$ cat src/rtl/rxr_pkg.sv
package rxr_pkg;
  typedef enum logic [2:0] {
    ST_IDLE,
    ST_DATA,
    ST_DROP,
    ST_PAD,
    ST_HDR
  } rxr_state_e;

  localparam int PAGE_BITS = 8;
  localparam logic [7:0] STAT_OK    = 8'h01;
  localparam logic [7:0] STAT_GROUP = 8'h20;
endpackage

$ cat src/rtl/rxr_free_space.sv
module rxr_free_space #(
  parameter int PG_W   = 8,
  parameter int MARGIN = 1518
) (
  input  logic [PG_W-1:0] start_pg_i,
  input  logic [PG_W-1:0] stop_pg_i,
  input  logic [PG_W-1:0] bnry_pg_i,
  input  logic [PG_W-1:0] cur_pg_i,
  output logic            full_o
);
  localparam int SW = PG_W + 2;
  localparam int BW = SW + rxr_pkg::PAGE_BITS;
  localparam logic signed [BW-1:0] MARGIN_S = BW'(MARGIN);

  logic signed [SW-1:0] s_start, s_stop, s_bnry, s_cur, pages;
  logic signed [BW-1:0] bytes;

  always_comb begin
    s_start = signed'({2'b00, start_pg_i});
    s_stop  = signed'({2'b00, stop_pg_i});
    s_bnry  = signed'({2'b00, bnry_pg_i});
    s_cur   = signed'({2'b00, cur_pg_i});
    if (s_cur < s_bnry) pages = s_bnry - s_cur;
    else                pages = (s_stop - s_start) - (s_cur - s_bnry);
    bytes  = signed'({pages, {rxr_pkg::PAGE_BITS{1'b0}}});
    full_o = (stop_pg_i <= start_pg_i) || (bytes < MARGIN_S);
  end
endmodule

$ cat src/rtl/rxr_next_page.sv
module rxr_next_page #(
  parameter int PG_W  = 8,
  parameter int LEN_W = 16
) (
  input  logic [PG_W-1:0]  base_pg_i,
  input  logic [LEN_W-1:0] total_i,
  input  logic [PG_W-1:0]  start_pg_i,
  input  logic [PG_W-1:0]  stop_pg_i,
  output logic [PG_W-1:0]  next_pg_o
);
  localparam int W = LEN_W + 1;
  // trailing 4 bytes reserved, then round up to whole pages
  localparam logic [W-1:0] ROUND = W'((1 << rxr_pkg::PAGE_BITS) + 3);

  logic [W-1:0] adv, sum;

  always_comb begin
    adv = ({1'b0, total_i} + ROUND) >> rxr_pkg::PAGE_BITS;
    sum = W'(base_pg_i) + adv;
    if (sum >= W'(stop_pg_i)) sum = sum - (W'(stop_pg_i) - W'(start_pg_i));
    next_pg_o = sum[PG_W-1:0];
  end
endmodule

$ cat src/rtl/rx_ring_writer.sv
module rx_ring_writer #(
  parameter int ADDR_W      = 16,
  parameter int LEN_W       = 16,
  parameter int MIN_FRAME   = 60,
  parameter int MAX_FRAME   = 1514,
  parameter int PMEM_END_PG = 128
) (
  input  logic              clk_i,
  input  logic              rst_ni,
  input  logic [7:0]        start_pg_i,
  input  logic [7:0]        stop_pg_i,
  input  logic [7:0]        bnry_pg_i,
  input  logic              halt_i,
  input  logic              cur_pg_ld_i,
  input  logic [7:0]        cur_pg_i,
  output logic [7:0]        cur_pg_o,
  output logic              full_o,
  input  logic              in_valid_i,
  input  logic              in_sof_i,
  input  logic              in_eof_i,
  input  logic [7:0]        in_data_i,
  output logic              in_ready_o,
  output logic              mem_we_o,
  output logic [ADDR_W-1:0] mem_addr_o,
  output logic [7:0]        mem_wdata_o,
  output logic              rx_done_o
);
  import rxr_pkg::*;

  localparam int PG_W   = ADDR_W - PAGE_BITS;
  localparam int HDR_B  = 4;
  localparam int MARGIN = MAX_FRAME + HDR_B;
  localparam logic [LEN_W-1:0] MIN_LEN = LEN_W'(MIN_FRAME);

  rxr_state_e        state_q;
  logic [PG_W-1:0]   cur_pg_q, base_pg_q, base_pg, next_pg;
  logic [ADDR_W-1:0] wr_addr_q, first_addr;
  logic [LEN_W-1:0]  cnt_q, cnt_inc, total;
  logic [1:0]        hdr_idx_q;
  logic              group_q, done_q, accept, refuse;

  function automatic logic [ADDR_W-1:0] step_addr(input logic [ADDR_W-1:0] a,
                                                  input logic [PG_W-1:0]   s,
                                                  input logic [PG_W-1:0]   e);
    logic [ADDR_W-1:0] n;
    n = a + 1'b1;
    if (n == {e, {PAGE_BITS{1'b0}}}) n = {s, {PAGE_BITS{1'b0}}};
    return n;
  endfunction

  rxr_free_space #(.PG_W(PG_W), .MARGIN(MARGIN)) u_space (
    .start_pg_i (start_pg_i),
    .stop_pg_i  (stop_pg_i),
    .bnry_pg_i  (bnry_pg_i),
    .cur_pg_i   (cur_pg_q),
    .full_o     (full_o)
  );

  rxr_next_page #(.PG_W(PG_W), .LEN_W(LEN_W)) u_next (
    .base_pg_i  (base_pg_q),
    .total_i    (total),
    .start_pg_i (start_pg_i),
    .stop_pg_i  (stop_pg_i),
    .next_pg_o  (next_pg)
  );

  always_comb begin
    base_pg    = (cur_pg_q >= PG_W'(PMEM_END_PG)) ? start_pg_i : cur_pg_q;
    first_addr = {base_pg, {PAGE_BITS{1'b0}}} + ADDR_W'(HDR_B);
    total      = cnt_q + LEN_W'(HDR_B);
    cnt_inc    = cnt_q + 1'b1;
    in_ready_o = (state_q == ST_IDLE) || (state_q == ST_DATA) || (state_q == ST_DROP);
    accept     = in_valid_i && in_ready_o;
    refuse     = halt_i || full_o;
    mem_we_o    = 1'b0;
    mem_addr_o  = wr_addr_q;
    mem_wdata_o = in_data_i;
    unique case (state_q)
      ST_IDLE: begin
        mem_we_o   = accept && in_sof_i && !refuse;
        mem_addr_o = first_addr;
      end
      ST_DATA: mem_we_o = accept;
      ST_PAD: begin
        mem_we_o    = 1'b1;
        mem_wdata_o = 8'h00;
      end
      ST_HDR: begin
        mem_we_o   = 1'b1;
        mem_addr_o = {base_pg_q, PAGE_BITS'(hdr_idx_q)};
        unique case (hdr_idx_q)
          2'd0:    mem_wdata_o = STAT_OK | (group_q ? STAT_GROUP : 8'h00);
          2'd1:    mem_wdata_o = next_pg;
          2'd2:    mem_wdata_o = total[7:0];
          default: mem_wdata_o = total[15:8];
        endcase
      end
      default: ;
    endcase
  end

  always_ff @(posedge clk_i or negedge rst_ni) begin
    if (!rst_ni) begin
      state_q   <= ST_IDLE;
      cur_pg_q  <= '0;
      base_pg_q <= '0;
      wr_addr_q <= '0;
      cnt_q     <= '0;
      hdr_idx_q <= '0;
      group_q   <= 1'b0;
      done_q    <= 1'b0;
    end else begin
      done_q <= 1'b0;
      if (cur_pg_ld_i) cur_pg_q <= cur_pg_i;
      unique case (state_q)
        ST_IDLE: if (accept && in_sof_i) begin
          if (refuse) begin
            if (!in_eof_i) state_q <= ST_DROP;
          end else begin
            base_pg_q <= base_pg;
            group_q   <= in_data_i[0];
            cnt_q     <= LEN_W'(1);
            hdr_idx_q <= '0;
            wr_addr_q <= step_addr(first_addr, start_pg_i, stop_pg_i);
            state_q   <= in_eof_i ? ST_PAD : ST_DATA;
          end
        end
        ST_DATA: if (accept) begin
          cnt_q     <= cnt_inc;
          wr_addr_q <= step_addr(wr_addr_q, start_pg_i, stop_pg_i);
          if (in_eof_i) state_q <= (cnt_inc < MIN_LEN) ? ST_PAD : ST_HDR;
        end
        ST_PAD: begin
          cnt_q     <= cnt_inc;
          wr_addr_q <= step_addr(wr_addr_q, start_pg_i, stop_pg_i);
          if (cnt_inc >= MIN_LEN) state_q <= ST_HDR;
        end
        ST_HDR: begin
          hdr_idx_q <= hdr_idx_q + 1'b1;
          if (hdr_idx_q == 2'd3) begin
            cur_pg_q <= next_pg;
            done_q   <= 1'b1;
            state_q  <= ST_IDLE;
          end
        end
        ST_DROP: if (accept && in_eof_i) state_q <= ST_IDLE;
        default: state_q <= ST_IDLE;
      endcase
    end
  end

  assign cur_pg_o  = cur_pg_q;
  assign rx_done_o = done_q;
endmodule

$ cat config.mk
export PLATFORM = sky130hd
export DESIGN_NAME = rx_ring_writer
export DESIGN_NICKNAME = d
export VERILOG_FILES = /design/src/rtl/rxr_pkg.sv /design/src/rtl/rxr_free_space.sv /design/src/rtl/rxr_next_page.sv /design/src/rtl/rx_ring_writer.sv
export SDC_FILE = /design/constraint.sdc
export NUM_CORES = 1
export LEC_CHECK = 0
export ABC_AREA = 1
export BUFFER_PORTS_ARGS = -buffer_cell sky130_fd_sc_hd__buf_2
export CAP_MARGIN = 10
export CORE_AREA = 3 3 93 161
export DETAILED_ROUTE_END_ITERATION = 12
export DIE_AREA = 0 0 96 164
export GPL_TIMING_DRIVEN = 0
export PLACE_DENSITY = 0.74
export SETUP_SLACK_MARGIN = 0.2
export SLEW_MARGIN = 25
export SYNTH_ARGS = -nofsm -noshare
export SYNTH_HDL_FRONTEND = slang
export SYNTH_SLANG_ARGS = --single-unit
$ cat constraint.sdc
create_clock -name clk_i -period 4.95 [get_ports clk_i]
set_input_delay 0 -clock clk_i [delete_from_list [all_inputs] [get_ports clk_i]]
set_output_delay 0 -clock clk_i [all_outputs]
set_load 0.03 [all_outputs]
==> results of run 1 <==
==> final timing paths <==
path,endpoint,slack [ns],cells after the start
worst min-delay path,cur_pg_o[2],0.01,5
worst min register to register,wr_addr_q[15],0.54,2
max in group asynchronous,cnt_q[4],4.05,2
min in group asynchronous,wr_addr_q[6],0.31,2
worst max-delay path,mem_wdata_o[7],-0.60,31
worst max register to register,cur_pg_o[7],-0.13,31
==> cell usage in the layout (no fill, tap or decap), types with 5 or more instances in the layout <==
cell	n
o21ai_2	6
xnor2_1	13
clkbuf_1	15
a21oi_1	28
nand2_1	379
nand3_4	9
inv_1	152
nand2_2	26
fa_1	11
nand4_1	25
nand3_1	105
nand3_2	16
xor2_1	32
inv_2	20
buf_4	70
xor2_2	5
buf_6	19
o21ai_1	9
ha_4	13
nor2_2	9
o211ai_1	10
ha_1	50
nor3_1	10
a21oi_2	6
nand2_4	10
dfrtp_1	53
o21ai_0	24
buf_2	80
nor2_1	70
clkbuf_16	5
nor2_4	14
==> logic make-up after synthesis <==
logic type / Yosys count / share of synthesized area
compound gates: 110 / 0.0887
fa+ha+maj: 77 / 0.141
xor+xnor: 58 / 0.0706
simple gates: 693 / 0.407
flops: 55 / 0.184
buf+inv: 205 / 0.109
==> registers in the layout, summed over array words and instances (netlist names) <==
name / cells
cnt_q: 16
wr_addr_q: 16
base_pg_q: 8
cur_pg_o: 8
state_q: 3
hdr_idx_q: 2
group_q: 1
rx_done_o: 1
==> per-stage QoR <==
step                instance area [µm²]  power, µW   util  setup TNS, ns
floorplan                          7490       2500      -              0
global placement                   8120       3160  0.584          -7.33
detailed placement                 8130       3190  0.584          -9.16
CTS                                9140       3960  0.657              0
global route                       9810       5000  0.705          -6.81
finish                             9810       4720  0.705          -4.18
==> where the power goes <==
group	total [µW]	switching, µW	internal (µW)
clock network	386	195	191
registers	706	158	548
logic	3630	2280	1360
total	4720	2630	2090
==> metal layers <==
metal,GRT usage,part of all wire,wire length (µm),vias up
met5,0,0,0,-
met4,0.295,0.12,3960,0
met3,0.0536,0.11,3580,321
met2,0.605,0.46,14900,732
met1,0.355,0.31,10100,4211
li1,-,-,-,4160
==> layout make-up <==
class | instances | area share
well taps | 177 | 0.0226
repair buffers | 158 | 0.110
flip-flops and latches | 55 | 0.141
clock buffers | 6 | 0.0131
multi-input cells | 939 | 0.628
clock inverters | 2 | 0.00166
inverters | 176 | 0.0681
plain buffers | 29 | 0.0158
==> synth_stat cells (8+ instances only) <==
| master | n | area share |
|---|---|---|
| a21oi_1 | 33 | 0.022 |
| clkbuf_1 | 14 | 0.0070 |
| dfrtp_1 | 55 | 0.18 |
| fa_1 | 12 | 0.032 |
| ha_1 | 65 | 0.11 |
| inv_1 | 167 | 0.084 |
| nand2_1 | 404 | 0.20 |
| nand2_2 | 8 | 0.0067 |
| nand3_1 | 126 | 0.084 |
| nand4_1 | 25 | 0.021 |
| nor2_1 | 77 | 0.039 |
| nor2_2 | 9 | 0.0075 |
| nor3_1 | 13 | 0.0087 |
| o211ai_1 | 10 | 0.010 |
| o21ai_0 | 31 | 0.021 |
| o21ai_1 | 11 | 0.0073 |
| xnor2_1 | 17 | 0.020 |
| xor2_1 | 39 | 0.046 |
==> worst max-delay path, delay by kind of cell, from the launching register on <==
family          cells  cell delay [ns]
flops               1             0.42
compound gates      6             1.30
buf+inv             8             0.74
simple gates       11             1.05
fa+ha+maj           4             1.33
xor+xnor            2             0.35
==> what timing repair did <==
| action | 4_1_cts | 5_1_grt |
|---|---|---|
| hold buffers | 2 | 0 |
| buffers inserted | 51 | 23 |
| setup endpoints to repair | 16 | 16 |
| gates cloned | 1 | 0 |
| pin swaps | 50 | 58 |
| hold endpoints to repair | 56 | 0 |
| resized for setup | 98 | 104 |
==> results by group, run 1 <==
Placed design
  • Cells after DPL: 1,457
  • DP Worst Slack: -0.729 ns
  • Gpl congestion: 0.976
  • DP HPWL: 20,300 µm
  • I/O Buffers: 82

Synthesis
  • Number of flops mapped to enable cells by yosys: 0
  • Async S/R FF share, synth: 1.00
  • Mapped Area: 7490 µm²
  • Seq/Total Area, Yosys: 0.184
  • Syn. warnings: 0
  • Count of cell types in the netlist: 54
  • Register bit total from synthesis: 55
  • Net Count, Synth: 1,322
  • Synthesized area per cell: 6.25 µm²
  • Synth Instances: 1,198
  • Main synth FF type: dfrtp_1

Worst setup path
  • RR Startpoint: cnt_q[2]
  • Worst Setup SP: cnt_q[2]
  • Crit. End Element: primary output
  • CP startpoint kind: flip-flop
  • Max incr delay on CP: 0.50 ns
  • Slowest-stage cell, CP: fa_1
  • CP required: 4.95 ns
  • Setup CP Type: reg2out
  • Crit path max fanout: 5
  • Worst path arrival time: 5.55 ns

Global route
  • Gr ovfl total: 0
  • Vias in the first global route: 8,621
  • GRT Util Overall: 0.350
  • First-pass GRT wire length: 42,400 µm
  • Number of antenna violations at the first check in global routing: 0
  • Largest net degree at the start of global routing: 56

Clock tree
  • H-tree depth: 2
  • Num CTS Buffers: 5
  • Clock Root Buffer: clkbuf_16
  • CTS tree: yes
  • Clk slew on worst S/H paths: 0.09 ns
  • CTS sink count: 55
  • Clk_lat worst skew: 0.32 ns
  • Clk buf depth: 2

Die
  • Die Y: 164 µm
  • Initial Utilization: 0.539
  • Row cnt: 57
  • Die ar.: 15,700 µm²
  • Core area: 13,900 µm²
  • Die width: 96 µm
  • # IOs: 83

Layout
  • Ratio of cells with drive above 1 in the final layout: 0.255
  • Inserted Diodes: 0
  • Area of the multi-input gates: 6160 µm²
  • Register area: 1380 µm²
  • Fill count: 1,107
  • Syn-to-layout area delta: 30.9%
  • Cell Count, Final, Fillers Out: 1,542
  • Nets: 1,488

Route
  • Drt first pass iters: 10
  • DRT iter0 DRCs: 1,085
  • Final ANT Viol Nets: 0
  • DRT Wirelength: 32,500 µm
  • Drt drc: 0
  • Routed wire per std cell: 21.1 µm
  • Vias/cell: 6.11
  • Total vias in the final route: 9,424

STA
  • Slew @ Worst Pin: 1.10 ns
  • Slew headroom: 0.264
  • Max Freq: 180 MHz
  • Min Clock Period, post-route: 5.55 ns
  • Unrepaired setup endpoints after global routing: true
  • Max Transition Viols Final: 0
  • Setup slack after layout: -0.602 ns
  • Layout Skew: 0.0152 ns
  • Final hold viol count: 0
  • WHS: 0.0138 ns
  • Final Cycle Share: 1.12
  • Final Setup Violations: 11

Power and ir drop
  • PD cells: 482 nW/µm²
  • Peak supply drop: 0.419 mV
  • Leakage: 0.00516 µW

Job
  • Max-Cap Viols: 0

Status
  • Failing checks: negative setup slack
  • Status: complete, but fails checks

Min path
  • Hold_sp: cur_pg_i[2]
  • Worst hold path class: in2reg
No activity file was read; power rests on OpenSTA's default activity.
==> inputs of run 2 (changes only) <==
ABC_AREA = unset   (was 1)
CELL_PAD_IN_SITES_DETAIL_PLACEMENT = 1   (was unset)
CELL_PAD_IN_SITES_GLOBAL_PLACEMENT = 2   (was unset)
CORE_AREA = 3 3 111 192   (was 3 3 93 161)
CTS_CLUSTER_SIZE = 28   (was unset)
DIE_AREA = 0 0 114 195   (was 0 0 96 164)
PLACE_DENSITY = unset   (was 0.74)
PLACE_DENSITY_LB_ADDON = 0.1   (was unset)
==> run 2 against run 1 <==
- the run still ends with negative setup slack left
- synthesized cell count down 24%
- sequential power grew 8.1%
- sequential share of layout area rose by 1.4 points
- register-to-register slack improved by 0.08 ns
- maximum frequency increased by 6.8%
- design area shrank 9.5%
- core utilization fell by 26 points
- highest routed layer unchanged
==> results by group, run 2 <==
Clock tree
  • CTS tree: yes
  • Num CTS Buffers: 5 (unchanged)
  • Clk slew on worst S/H paths: 0.09 ns (about the same)
  • Clk buf depth: 2 (unchanged)
  • Clk_lat worst skew: 0.32 ns (about the same)
  • Clock Root Buffer: clkbuf_16
  • CTS sink count: 55 (unchanged)
  • H-tree depth: 2 (unchanged)

STA
  • Layout Skew: 0.0113 ns (-0.00392 ns)
  • Final Setup Violations: 9 (-2)
  • Max Transition Viols Final: 0 (unchanged)
  • Max Freq: 192 MHz (+6.8%)
  • Slew @ Worst Pin: 0.904 ns (-0.196 ns)
  • Slew headroom: 0.395 (+0.131)
  • Setup slack after layout: -0.249 ns (+0.354 ns)
  • Final Cycle Share: 1.05 (-0.0714)
  • Final hold viol count: 0 (unchanged)
  • Min Clock Period, post-route: 5.20 ns (-0.354 ns)
  • Unrepaired setup endpoints after global routing: true

Global route
  • First-pass GRT wire length: 44,300 µm (+4.5%)
  • Number of antenna violations at the first check in global routing: 0 (unchanged)
  • GRT Util Overall: 0.260 (-0.0898)
  • Largest net degree at the start of global routing: 42 (-25%)
  • Vias in the first global route: 7,780 (-9.8%)
  • Gr ovfl total: 0 (unchanged)

Layout
  • Cell Count, Final, Fillers Out: 1,290 (-16%)
  • Largest registers: cnt_q x16, wr_addr_q x16
  • Inserted Diodes: 0 (unchanged)
  • Most frequent cells in the layout: buf_2 (81), nand2_1 (76), inv_1 (68), nor2_1 (68)
  • Ratio of cells with drive above 1 in the final layout: 0.235 (-0.0195)
  • Leading cell type in the layout, fill and taps excluded: buf_2
  • Fin util: 0.446 (-0.259)
  • Syn-to-layout area delta: 25.2%
  • Nets: 1,168 (-22%)

Synthesis
  • Synthesized area per cell: 7.78 µm² (+24%)
  • Share of the synthesized area in the top cell type: 0.194 (-0.00830)
  • Number of flops mapped to enable cells by yosys: 0 (unchanged)
  • Synth Instances: 911 (-24%)
  • Seq/Total Area, Yosys: 0.194 (+0.0104)
  • Top post-synthesis cells by area: dfrtp_1 (19%), ha_1 (11%), xnor2_1 (5.4%)
  • Count of cell types in the netlist: 79 (+46%)
  • Yosys top cell by area: dfrtp_1
  • Synth top cells by count: nand2_1 (77), a21oi_1 (73), nor2_1 (72)
  • Register bit total from synthesis: 55 (unchanged)
  • Mapped Area: 7090 µm² (-5.4%)
  • Syn. warnings: 0 (unchanged)
  • Async S/R FF share, synth: 1.00 (unchanged)
  • Count leader, synth: nand2_1
  • Main synth FF type: dfrtp_1
  • Net Count, Synth: 1,035 (-22%)

Worst setup path
  • Crit. End Element: primary output
  • Crit path max fanout: 6 (+1)
  • CP required: 4.95 ns (about the same)
  • Worst path arrival time: 5.20 ns (-0.35 ns)
  • Cell Chain, Critical Path: buf_6, nand4_1, or3_4, xor2_4, buf_6, a2111oi_4, xor2_1, ha_1, o21ai_2, a21oi_2, nor2_2, xnor2_2, buf_4, fa_1, ha_4, nor2_1, nor2_1, o41ai_4, xnor2_1, mux2i_2, o21ai_1, buf_4
  • Setup CP Type: reg2out
  • Max incr delay on CP: 0.48 ns (-0.02 ns)
  • CP startpoint kind: flip-flop
  • Slowest-stage cell, CP: fa_1

Placed design
  • Cells after DPL: 1,238 (-15%)
  • DP HPWL: 23,600 µm (+16%)
  • DP Worst Slack: -0.664 ns (+0.0649 ns)
  • I/O Buffers: 81 (-1.2%)
  • Gpl congestion: 0.890 (-8.8%)

Job
  • Max-Cap Viols: 0 (unchanged)

Status
  • Failing checks: negative setup slack
  • Status: complete, but fails checks

Power and ir drop
  • Leakage: 0.00400 µW (-22%)
  • Peak supply drop: 0.397 mV (-5.4%)
  • PD cells: 557 nW/µm² (+16%)

Min path
  • Worst hold path class: in2reg

Die
  • Row cnt: 68 (+19%)
  • Die width: 114 µm (+19%)
  • # IOs: 83 (unchanged)
  • Initial Utilization: 0.356 (-0.183)
  • Die Y: 195 µm (+19%)
  • Die ar.: 22,200 µm² (+41%)
  • Core area: 19,900 µm² (+43%)

Route
  • Vias/cell: 5.75 (-5.9%)
  • Routed wire per std cell: 22.7 µm (+7.7%)
  • Drt drc: 0 (unchanged)
  • Drt first pass iters: 6 (-4)
  • Total vias in the final route: 7,417 (-21%)
  • DRT Wirelength: 29,300 µm (-9.9%)
  • DRT iter0 DRCs: 327 (-70%)
  • Final ANT Viol Nets: 0 (unchanged)
==> run 2: cell families after synthesis <==
kind of cell	count (synthesis)	synth area share
mux	26	0.0383
fa+ha+maj	77	0.149
simple gates	295	0.206
xor+xnor	60	0.0791
flops	55	0.194
buf+inv	120	0.0734
compound gates	278	0.260
==> run 2: where the power goes <==
group          total (µW)  switching (µW)  internal (µW)
combinational        3790            2180           1610
clock                 391             202            188
sequential            763             188            575
==> run 2: path summary, 6_finish.rpt <==
kind,startpoint,to,slack [ns],cells after the start
max reg2reg,cnt_q[3],cur_pg_o[7],-0.05,23
min in group asynchronous,rst_ni,cnt_q[8],0.09,2
max,cnt_q[3],mem_wdata_o[7],-0.25,22
max in group asynchronous,rst_ni,wr_addr_q[6],4.34,3
min reg2reg,group_q,group_q,0.52,1
min,in_eof_i,state_q[1],0.02,3
==> run 2: layer usage <==
metal	GRT usage	routed length, µm	share of wire
met3	0.0226	643	0.022
met4	0.129	1540	0.052
met2	0.501	16100	0.55
met1	0.274	11000	0.38
met5	0	0	0
==> run 2: through the flow <==
stage	area (µm²)	hold WS (ns)	power, µW	setup TNS, ns
after floorplan	7090	-0.296	2770	0
after global placement	7800	0.264	3670	-7.83
after detailed placement	7840	-0.106	3710	-8.33
after CTS	8570	0.0150	4610	-0.500
after global routing	8880	0.0336	5300	-3.20
final	8880	0.0225	4940	-0.703
==> run 2: final cells by class <==
class                   instances  area [µm²]
flip-flops and latches         55        1380
fillers                      2479       11000
clock buffers                   5         125
inverters                      70         265
plain buffers                  50         292
well taps                     245         307
repair buffers                126         813
multi-input cells             736        5680
clock inverters                 3        20.0
==> run 2: worst max-delay path, delay by kind of cell, from the launching register on <==
| kind | cells | cell delay [ns] |
|---|---|---|
| DFF | 1 | 0.44 |
| muxes | 1 | 0.12 |
| and+or+nand+nor | 5 | 0.85 |
| buffers and inverters | 4 | 0.64 |
| xor gates and xnor gates | 4 | 0.71 |
| adders and majority gates | 3 | 1.14 |
| AOI/OAI and AO/OA | 5 | 0.99 |
==> run 2: repair_timing <==
item / CTS / global route
hold buffers: 2 / 0
pin swaps: 29 / 35
cloned: 0 / 0
endpoints found under the hold margin: 56 / 0
gates resized for setup: 76 / 39
endpoints found under the setup margin: 39 / 58
buffers inserted: 26 / 16
==> inputs of run 3 (changes only) <==
PLACE_DENSITY = 0.82   (was unset)
PLACE_DENSITY_LB_ADDON = unset   (was 0.1)
SYNTH_HIERARCHICAL = 1   (was unset)
==> run 3 against run 2 <==
- first-iteration DRC count fell by 6.1%
- synthesized cell count rose by 0.22%
- highest routed layer unchanged
- the flow still finishes with violations (negative setup slack)
- via count rose by 0.54%
- worst hold slack got worse by 0.016 ns
- die area did not move
==> results by group, run 3 <==
Synthesis
  • Top post-synthesis cells by area: dfrtp_1 (19%), ha_1 (12%), o21ai_0 (5.7%)
  • Share of the synthesized area in the top cell type: 0.194 (about the same)
  • Yosys top cell by area: dfrtp_1
  • Net Count, Synth: 1,038 (+0.29%)
  • Main synth FF type: dfrtp_1
  • Number of flops mapped to enable cells by yosys: 0 (unchanged)
  • Count of cell types in the netlist: 83 (+5.1%)
  • Synth Instances: 913 (+0.22%)
  • Synthesized area per cell: 7.76 µm² (-0.24%)
  • Register bit total from synthesis: 55 (unchanged)
  • Seq/Total Area, Yosys: 0.194 (about the same)
  • Syn. warnings: 6 (+6)
  • Async S/R FF share, synth: 1.00 (unchanged)
  • Mapped Area: 7090 µm² (about the same)
  • Count leader, synth: nand2_1
  • Synth top cells by count: nand2_1 (92), o21ai_0 (81), inv_1 (71)

Layout
  • Most frequent cells in the layout: nand2_1 (90), buf_2 (80), inv_1 (68)
  • Largest registers: cnt_q x16, wr_addr_q x16
  • Fill count: 2,406 (-2.9%)
  • Ratio of cells with drive above 1 in the final layout: 0.302 (+0.0668)
  • Final instance area: 9530 µm² (+7.4%)
  • Inserted Diodes: 0 (unchanged)
  • Nets: 1,206 (+3.3%)
  • Syn-to-layout area delta: 34.4%
  • Leading cell type in the layout, fill and taps excluded: nand2_1

STA
  • Setup slack after layout: -0.677 ns (-0.428 ns)
  • Final Cycle Share: 1.14 (+0.0865)
  • Min Clock Period, post-route: 5.63 ns (+0.428 ns)
  • Max Transition Viols Final: 0 (unchanged)
  • Final hold viol count: 0 (unchanged)
  • Slew headroom: 0.368 (-0.0271)
  • Slew @ Worst Pin: 0.940 ns (+0.0353 ns)
  • Max Freq: 178 MHz (-7.6%)
  • Layout Skew: 0.0149 ns (+0.00366 ns)
  • Final Setup Violations: 9 (unchanged)
  • Unrepaired setup endpoints after global routing: true

Die
  • # IOs: 83 (unchanged)
  • Die ar.: 22,200 µm² (unchanged)
  • Core area: 19,900 µm² (unchanged)
  • Die Y: 195 µm (unchanged)
  • Row cnt: 68 (unchanged)
  • Initial Utilization: 0.356 (about the same)
  • Die width: 114 µm (unchanged)

Worst setup path
  • CP required: 4.95 ns (about the same)
  • Crit. End Element: primary output
  • CP startpoint kind: flip-flop
  • Crit path max fanout: 4 (-2)
  • Setup CP Type: reg2out
  • Worst path arrival time: 5.63 ns (+0.43 ns)

Min path
  • Worst hold path class: in2reg

Clock tree
  • Num CTS Buffers: 5 (unchanged)
  • Clk buf depth: 2 (unchanged)
  • CTS tree: yes
  • H-tree depth: 2 (unchanged)
  • CTS sink count: 55 (unchanged)
  • Clock Root Buffer: clkbuf_16
  • Clk slew on worst S/H paths: 0.08 ns (about the same)
  • Clk_lat worst skew: 0.32 ns (about the same)

Power and ir drop
  • Leakage: 0.00441 µW (+10%)
  • Switching Fraction: 0.503 (-0.0166)
  • Flop pwr share: 0.186 (+0.032)
  • Logic pwr share: 0.695 (-0.072)
  • Clock power share: 0.119 (+0.040)
  • Cell Int Power: 1870 µW (-21%)
  • P_sw: 1890 µW (-26%)
  • PD cells: 395 nW/µm² (-29%)
  • Peak supply drop: 0.219 mV (-45%)

Route
  • Total vias in the final route: 7,457 (+0.54%)
  • Final ANT Viol Nets: 0 (unchanged)
  • Routed wire per std cell: 21.7 µm (-4.4%)
  • Drt drc: 0 (unchanged)
  • DRT Wirelength: 28,800 µm (-1.7%)
  • Drt first pass iters: 5 (-1)
  • Vias/cell: 5.62 (-2.3%)
  • DRT iter0 DRCs: 307 (-6.1%)

Global route
  • GRT Util Overall: 0.248 (-0.0117)
  • Largest net degree at the start of global routing: 49 (+17%)
  • Number of antenna violations at the first check in global routing: 0 (unchanged)
  • First-pass GRT wire length: 43,100 µm (-2.8%)
  • Vias in the first global route: 7,957 (+2.3%)
  • Gr ovfl total: 0 (unchanged)

Status
  • Failing checks: negative setup slack
  • Status: complete, but fails checks

Placed design
  • DP Worst Slack: -0.945 ns (-0.281 ns)
  • Gpl congestion: 0.910 (+2.3%)
  • DP HPWL: 21,500 µm (-8.8%)
  • Area after DPL: 7870 µm² (+0.46%)
  • I/O Buffers: 81 (unchanged)

Job
  • Max-Cap Viols: 0 (unchanged)
run 3: cells by family (layout without fill, tap and decap cells):
| kind of cell | count (synthesis) | count (layout) | share of synthesized area |
|---|---|---|---|
| xor gates and xnor gates | 69 | 69 | 0.0912 |
| AOI/OAI and AO/OA | 247 | 247 | 0.225 |
| muxes | 34 | 34 | 0.0485 |
| adders and majority gates | 78 | 78 | 0.150 |
| DFF | 55 | 55 | 0.194 |
| and+or+nand+nor | 303 | 303 | 0.215 |
| buffers and inverters | 127 | 296 | 0.0755 |
run 3: critical path, stage by stage, from the launching register on:
cell and delay, ns:
dfrtp_2 0.45, ha_4 0.17, buf_4 0.13, xor2_1 0.27
and4_4 0.31, a21oi_4 0.07, nor2b_4 0.18, nand3_1 0.12
xnor2_1 0.17, ha_1 0.37, nand3_2 0.11, o211ai_1 0.29
xor2_1 0.25, inv_1 0.09, fa_1 0.51, inv_2 0.05
ha_4 0.26, nor2_1 0.05, nor2_2 0.12, o41ai_4 0.10
xnor2_1 0.13, nor2_1 0.18, xor2_2 0.26, a22oi_1 0.13
nor2_1 0.14, a21oi_2 0.06, o21ai_2 0.17, buf_6 0.15
run 3: power by group through the flow:
stage	registers, µW	clock network, µW	logic [µW]
2_1_floorplan	664	0	1480
3_3_place_gp	700	0	2040
3_5_place_dp	706	0	2070
4_1_cts	694	457	2320
5_1_grt	715	471	2840
6_report	699	447	2610
run 3: path summary, 6_finish.rpt:
check                             from        endpoint  slack [ns]  cells after the start
min                        cur_pg_i[4]     cur_pg_o[4]       0.007                      3
min in group asynchronous       rst_ni    wr_addr_q[6]        0.05                      2
max reg2reg                   cnt_q[3]     cur_pg_o[7]       -0.05                     25
min reg2reg                    group_q         group_q        0.54                      1
max in group asynchronous       rst_ni     cur_pg_o[2]        4.38                      3
max                           cnt_q[3]  mem_wdata_o[7]       -0.68                     27
run 3: layout make-up:
type	count	area [µm²]	share of cell area
buffer	56	380	0.0399
clock buffer	6	139	0.0146
clock inverter	2	35.0	0.00368
inverter	71	267	0.0280
multi-input combinational	731	5860	0.615
sequential	55	1380	0.145
tap	245	307	0.0322
timing repair buffer	161	1160	0.122
run 3: per-layer routing:
metal | track usage | wire [µm]
met1 | 0.262 | 10300
met2 | 0.477 | 15900
met3 | 0.0226 | 791
met4 | 0.122 | 1710
met5 | 0 | 0
run 3: what timing repair did:
| action | CTS | global route |
|---|---|---|
| resized for setup | 104 | 113 |
| setup buffers | 41 | 29 |
| endpoints found under the hold margin | 61 | 0 |
| hold buffers | 7 | 0 |
| endpoints found under the setup margin | 56 | 52 |
| gates cloned | 0 | 1 |
| pin swaps | 52 | 54 |
run 3: through the flow:
stage | total power (µW) | cells | util | setup TNS [ns] | hold WS, ns
after global placement | 2740 | 1239 | 0.394 | -14.68 | 0.281
after floorplan | 2150 | 913 | - | 0 | -0.296
after global routing | 4030 | 1327 | 0.479 | -6.74 | 0.0111
after CTS | 3470 | 1296 | 0.446 | -3.37 | 0.000101
after detailed placement | 2780 | 1240 | 0.395 | -15.62 | -0.153
final | 3760 | 1327 | 0.479 | -4.63 | 0.00684
